## src/rtl/conv_host_pkg.sv

```systemverilog
package conv_host_pkg;
  typedef enum logic [1:0] {
    ST_IDLE  = 2'd0,
    ST_SHIFT = 2'd1,
    ST_GAP   = 2'd2
  } conv_state_e;
endpackage

```

## src/rtl/conv_host_div.sv

```systemverilog
// Half-period timer for the serial clock: pulses tick every DIV cycles while run is high.
module conv_host_div #(
  parameter int DIV = 2
) (
  input  logic clk,
  input  logic rst,
  input  logic run,
  output logic tick
);
  localparam int CW = (DIV > 1) ? $clog2(DIV) : 1;

  logic [CW-1:0] cnt;

  assign tick = run && (cnt == CW'(DIV - 1));

  always_ff @(posedge clk) begin
    if (rst || !run || tick) cnt <= '0;
    else                     cnt <= cnt + 1'b1;
  end
endmodule

```

## src/rtl/conv_host_rx.sv

```systemverilog
// Captures result bits and holds the finished sample on the result port.
module conv_host_rx #(
  parameter int RES_BITS = 10,
  parameter int CH_BITS  = 4
) (
  input  logic                clk,
  input  logic                rst,
  input  logic                cap_en,
  input  logic                cap_last,
  input  logic                miso,
  input  logic [CH_BITS-1:0]  chan_in,
  input  logic                res_ready,
  output logic                res_valid,
  output logic [RES_BITS-1:0] res_data,
  output logic [CH_BITS-1:0]  res_chan
);
  logic [RES_BITS-2:0] sr;

  always_ff @(posedge clk) begin
    if (rst) begin
      sr        <= '0;
      res_valid <= 1'b0;
      res_data  <= '0;
      res_chan  <= '0;
    end else begin
      if (cap_en) sr <= {sr[RES_BITS-3:0], miso};
      if (cap_last) begin
        res_data  <= {sr, miso};
        res_chan  <= chan_in;
        res_valid <= 1'b1;
      end else if (res_ready) begin
        res_valid <= 1'b0;
      end
    end
  end
endmodule

```

## src/rtl/conv_host_ctrl.sv

```systemverilog
module conv_host_ctrl
  import conv_host_pkg::*;
#(
  parameter int SCLK_DIV   = 2,
  parameter int CMD_BITS   = 8,
  parameter int CONV_CLKS  = 16,
  parameter int RES_BITS   = 10,
  parameter int CH_BITS    = 4,
  parameter int GAP_EN     = 0,
  parameter int GAP_CYC    = 4,
  parameter int CLK_HZ     = 100_000_000,
  parameter int GAP_MAX_US = 100
) (
  input  logic                clk,
  input  logic                rst,
  input  logic                req_valid,
  output logic                req_ready,
  input  logic [CH_BITS-1:0]  req_chan,
  output logic                res_valid,
  input  logic                res_ready,
  output logic [RES_BITS-1:0] res_data,
  output logic [CH_BITS-1:0]  res_chan,
  output logic                spi_csn,
  output logic                spi_sclk,
  output logic                spi_mosi,
  input  logic                spi_miso
);
  localparam int TOT  = CMD_BITS + CONV_CLKS;
  localparam int PH   = 2 * TOT;
  localparam int PHW  = $clog2(PH);
  localparam int PADW = CMD_BITS - 1 - CH_BITS;
  localparam int GW   = (GAP_CYC > 1) ? $clog2(GAP_CYC) : 1;

  // Elaboration guard on the mid-frame chip-select pulse width.
  if (GAP_EN != 0 && (GAP_CYC < 1 ||
      longint'(GAP_CYC) * 64'd1000000 >= longint'(GAP_MAX_US) * longint'(CLK_HZ))) begin : g_bad_gap
    $error("chip-select pulse of GAP_CYC clocks is not below the converter limit");
  end

  conv_state_e        state;
  logic [PHW-1:0]     ph;
  logic [PHW-1:0]     clk_idx;
  logic [CMD_BITS-2:0] cmd_sr;
  logic [CH_BITS-1:0] cur_chan;
  logic               tick, gap_done;
  logic               fall_tick, rise_tick, end_tick, mid_tick;
  logic               cap_en, cap_last, accept;
  logic [CMD_BITS-1:0] cmd_w;

  conv_host_div #(.DIV(SCLK_DIV)) u_div (
    .clk  (clk),
    .rst  (rst),
    .run  (state == ST_SHIFT),
    .tick (tick)
  );

  assign clk_idx   = ph >> 1;
  assign rise_tick = tick && !ph[0];
  assign fall_tick = tick && ph[0];
  assign end_tick  = fall_tick && (ph == PHW'(PH - 1));
  assign mid_tick  = fall_tick && (clk_idx == PHW'(CMD_BITS - 1));
  assign cap_en    = fall_tick && (clk_idx >= PHW'(CMD_BITS)) &&
                     (clk_idx < PHW'(CMD_BITS + RES_BITS));
  assign cap_last  = fall_tick && (clk_idx == PHW'(CMD_BITS + RES_BITS - 1));

  assign req_ready = !res_valid && (state == ST_IDLE || end_tick);
  assign accept    = req_valid && req_ready;
  assign cmd_w     = {1'b1, req_chan, {PADW{1'b0}}};

  if (GAP_EN != 0) begin : g_gap
    logic [GW-1:0] gap_cnt;
    always_ff @(posedge clk) begin
      if (rst || state != ST_GAP) gap_cnt <= '0;
      else                        gap_cnt <= gap_cnt + 1'b1;
    end
    assign gap_done = (gap_cnt == GW'(GAP_CYC - 1));
  end else begin : g_nogap
    assign gap_done = 1'b1;
  end

  always_ff @(posedge clk) begin
    if (rst) begin
      state    <= ST_IDLE;
      spi_csn  <= 1'b1;
      spi_sclk <= 1'b0;
      spi_mosi <= 1'b0;
      cmd_sr   <= '0;
      ph       <= '0;
      cur_chan <= '0;
    end else if (accept) begin
      state               <= ST_SHIFT;
      spi_csn             <= 1'b0;
      spi_sclk            <= 1'b0;
      {spi_mosi, cmd_sr}  <= cmd_w;
      ph                  <= '0;
      cur_chan            <= req_chan;
    end else if (state == ST_SHIFT && tick) begin
      ph <= (ph == PHW'(PH - 1)) ? '0 : ph + 1'b1;
      if (rise_tick) begin
        spi_sclk <= 1'b1;
      end else begin
        spi_sclk           <= 1'b0;
        {spi_mosi, cmd_sr} <= {cmd_sr, 1'b0};
        if (end_tick) begin
          state   <= ST_IDLE;
          spi_csn <= 1'b1;
        end else if (mid_tick && GAP_EN != 0) begin
          state   <= ST_GAP;
          spi_csn <= 1'b1;
        end
      end
    end else if (state == ST_GAP && gap_done) begin
      state   <= ST_SHIFT;
      spi_csn <= 1'b0;
    end
  end

  conv_host_rx #(.RES_BITS(RES_BITS), .CH_BITS(CH_BITS)) u_rx (
    .clk       (clk),
    .rst       (rst),
    .cap_en    (cap_en),
    .cap_last  (cap_last),
    .miso      (spi_miso),
    .chan_in   (cur_chan),
    .res_ready (res_ready),
    .res_valid (res_valid),
    .res_data  (res_data),
    .res_chan  (res_chan)
  );
endmodule

```

## config.mk

```make
export PLATFORM = sky130hd
export DESIGN_NAME = conv_host_ctrl
export DESIGN_NICKNAME = d
export VERILOG_FILES = /design/src/rtl/conv_host_pkg.sv /design/src/rtl/conv_host_div.sv /design/src/rtl/conv_host_rx.sv /design/src/rtl/conv_host_ctrl.sv
export SDC_FILE = /design/constraint.sdc
export NUM_CORES = 1
export LEC_CHECK = 0
export BUFFER_PORTS_ARGS = -buffer_cell sky130_fd_sc_hd__buf_2
export CAP_MARGIN = 20
export CORE_ASPECT_RATIO = 1.4
export CORE_UTILIZATION = 59
export CTS_BUF_LIST = sky130_fd_sc_hd__clkbuf_16
export DETAILED_ROUTE_END_ITERATION = 12
export PLACE_DENSITY = 0.84
export SLEW_MARGIN = 0
export SYNTH_ARGS = -nofsm -noshare
export SYNTH_HDL_FRONTEND = slang
export SYNTH_SLANG_ARGS = --single-unit
export TNS_END_PERCENT = 20
```

## constraint.sdc

```tcl
create_clock -name clk -period 2.28 [get_ports clk]
set_clock_uncertainty 0.05 [all_clocks]
set_input_delay 0.456 -clock clk [delete_from_list [all_inputs] [get_ports clk]]
set_output_delay 0.456 -clock clk [all_outputs]
set_load 0.01 [all_outputs]
```

==> flow_metrics.env <==
export IMPL_status="complete, no violations"
export IMPL_initialDrtViolationCount=24
export IMPL_tns_ns=0
export IMPL_place_gp_congestion=0.8069
export IMPL_placed_area_sq_um=1872
export IMPL_setup_violations=0
export IMPL_maxCapViolations=0
export IMPL_wl_um=3449
export IMPL_whs_ns=0.3811
export IMPL_period_needed_ns=2.142
export IMPL_clk_pin_slew_ns=0.06
export IMPL_grt_max_degree=34
export IMPL_synthToLayoutAreaGrowth_pct=15.06
export IMPL_rows=23
export IMPL_grt_pass1_wl_um=5451
export IMPL_dp_cells=227
export IMPL_critPathKind="flop to output port"
export IMPL_core_area_sq_um=2849
export IMPL_cts_sinks=43
export IMPL_syn_nets=181
export IMPL_initial_utilization=0.6153
export IMPL_rsz0062_at_grt="false"
export IMPL_worst_pin_slew_ns=0.5379
export IMPL_synth_edff_count=0
export IMPL_stdcell_count=235
export IMPL_dr_pass1_iters=4
export IMPL_pre_cts_ws_ns=0.3640
export IMPL_cts_tree="built"
export IMPL_slew_headroom=0.6414
export IMPL_grt_use_total=0.2433
export IMPL_drc=0
export IMPL_synth_seq_cells=43
export IMPL_die_y_um=66.50
export IMPL_ys_seq_area_frac=0.4911
export IMPL_slew_viol_final=0
export IMPL_via_count=1296
export IMPL_arrival_ns=1.64
export IMPL_required_ns=1.77
export IMPL_post_route_period_util=0.9395
export IMPL_grt_pass1_vias=1276
export IMPL_startpoint_type="flop"
export IMPL_dp_hpwl_um=2405
export IMPL_grt_ovfl_total=0
export IMPL_synth_distinct_cells=36
export IMPL_drive_gt1_frac=0.2374
export IMPL_clock_latency_ns=0.28
export IMPL_ir_drop_uv=604.7
export IMPL_crit_path_end_kind="output port"
export IMPL_synth_common_cells="dfxtp_1, nor2_1, mux2i_1"
export IMPL_dieWidth_um=48.07
export IMPL_power_density_nw_per_um2=763.8
export IMPL_cts_buffers=5
export IMPL_yosysMostFrequentCell="dfxtp_1"
export IMPL_synth_area_leaders="dfxtp_1, mux2i_1, nor2_1"
export IMPL_htreeDepth=2
export IMPL_synthArstFlopShare=0
export IMPL_ys_warn_count=0
export IMPL_synthCells=171
export IMPL_antenna_cells=0
export IMPL_wl_per_cell_um=14.68
export IMPL_syn_area_sq_um=1753
export IMPL_finalInstanceArea_sq_um=2017
export IMPL_yosys_area_top_type="dfxtp_1"
export IMPL_fin_nets=207
export IMPL_power_leakage_nw=0.8585
export IMPL_pin_count=28
export IMPL_antenna_found_initial=0
export IMPL_max_freq_mhz=466.8
export IMPL_die_area_sq_um=3196
export IMPL_cts_root_buffer="clkbuf_16"
export IMPL_cts_buffer_depth=2
export IMPL_synth_area_per_cell_sq_um=10.25
export IMPL_layout_setup_ws_ns=0.1379
export IMPL_avgViaCountPerCell=5.515
export IMPL_final_util=0.7079
export IMPL_crit_path_max_fanout=6
export IMPL_io_buffers=27
export IMPL_detail_route_antenna_nets=0
export IMPL_synth_ff_type="dfxtp_1"
export IMPL_hold_viol=0
export IMPL_synth_top_area_frac=0.4911
export IMPL_power_mw=1.540
export IMPL_hp_class="primary input to flop"
[power breakdown]
group / leakage (nW) / switching [mW] / total, mW / internal, mW
Clock: 0.0716 / 0.288 / 0.691 / 0.403
Sequential: 0.350 / 0.0108 / 0.778 / 0.767
Combinational: 0.437 / 0.0425 / 0.0718 / 0.0292
Total: 0.859 / 0.341 / 1.54 / 1.20
[what timing repair did]
item                       in CTS  in global routing
hold buffers                    0                  0
buffers inserted                0                  0
resized for setup               0                  2
setup endpoints to repair       0                  1
[state kept, by name, indices dropped and copies added, names as in the netlist]
name            cells
state               1
spi_sclk            1
u_div.cnt           1
ph                  6
u_rx.res_valid      1
u_rx.sr             9
spi_mosi            1
cmd_sr              4
u_rx.res_data      10
spi_csn             1
cur_chan            4
u_rx.res_chan       4
[final timing paths]
check	startpoint	endpoint	slack, ns	cells past startpoint
worst min-delay path	spi_miso	u_rx.res_data[0]	0.38	3
worst max-delay path	ph[0]	req_ready	0.14	5
worst min register to register	cur_chan[2]	cur_chan[2]	0.43	2
worst max register to register	u_div.cnt	u_rx.res_data[7]	0.33	5
[logic make-up after synthesis]
kind of cell | Yosys count | synth area share
AND/OR/NAND/NOR | 60 | 0.1827
buffers and inverters | 13 | 0.05495
adder cells (fa/ha/maj) | 1 | 0.007137
multiplexers | 28 | 0.1599
XOR/XNOR | 3 | 0.01499
flip-flops | 43 | 0.4911
AO/OA/AOI/OAI | 23 | 0.08923
[layout make-up]
cell class              instances  area, sq um
flip-flops and latches         43        863.3
fillers                       212        832.0
multi-input cells             115        795.8
repair buffers                 31        165.2
clock buffers                   5        125.1
well taps                      37        46.29
clock inverters                 3        17.52
inverters                       1        3.754
[per-layer routing]
| layer | part of all wire | track usage | wire length (um) |
|---|---|---|---|
| met1 | 0.42 | 0.2724 | 1442 |
| met2 | 0.52 | 0.4139 | 1808 |
| met3 | 0.037 | 0.06504 | 129 |
| met4 | 0.020 | 0.1007 | 69 |
| met5 | 0 | 0 | 0 |
[layout by cell type (no fill, tap or decap), types with 2 or more instances in the layout]
| cell | n |
|---|---|
| nand4b_1 | 3 |
| and3_2 | 2 |
| buf_4 | 4 |
| o31ai_1 | 3 |
| nor2_1 | 29 |
| o21ai_0 | 6 |
| nor2b_1 | 2 |
| buf_2 | 27 |
| nand2_1 | 3 |
| dfxtp_2 | 2 |
| mux2i_1 | 28 |
| xor2_1 | 3 |
| dfxtp_1 | 41 |
| nor3_1 | 2 |
| clkbuf_16 | 5 |
| or3b_1 | 2 |
| nand2b_1 | 5 |
| nand3_1 | 4 |
| a21oi_1 | 8 |
[critical path: stages (launching register included)]
cell and delay, ns:
dfxtp_2 0.37, ha_1 0.20, nand3_2 0.15, o31a_1 0.37, nor2_1 0.12, buf_2 0.15
Note: power is estimated with default switching activity, not from simulation.
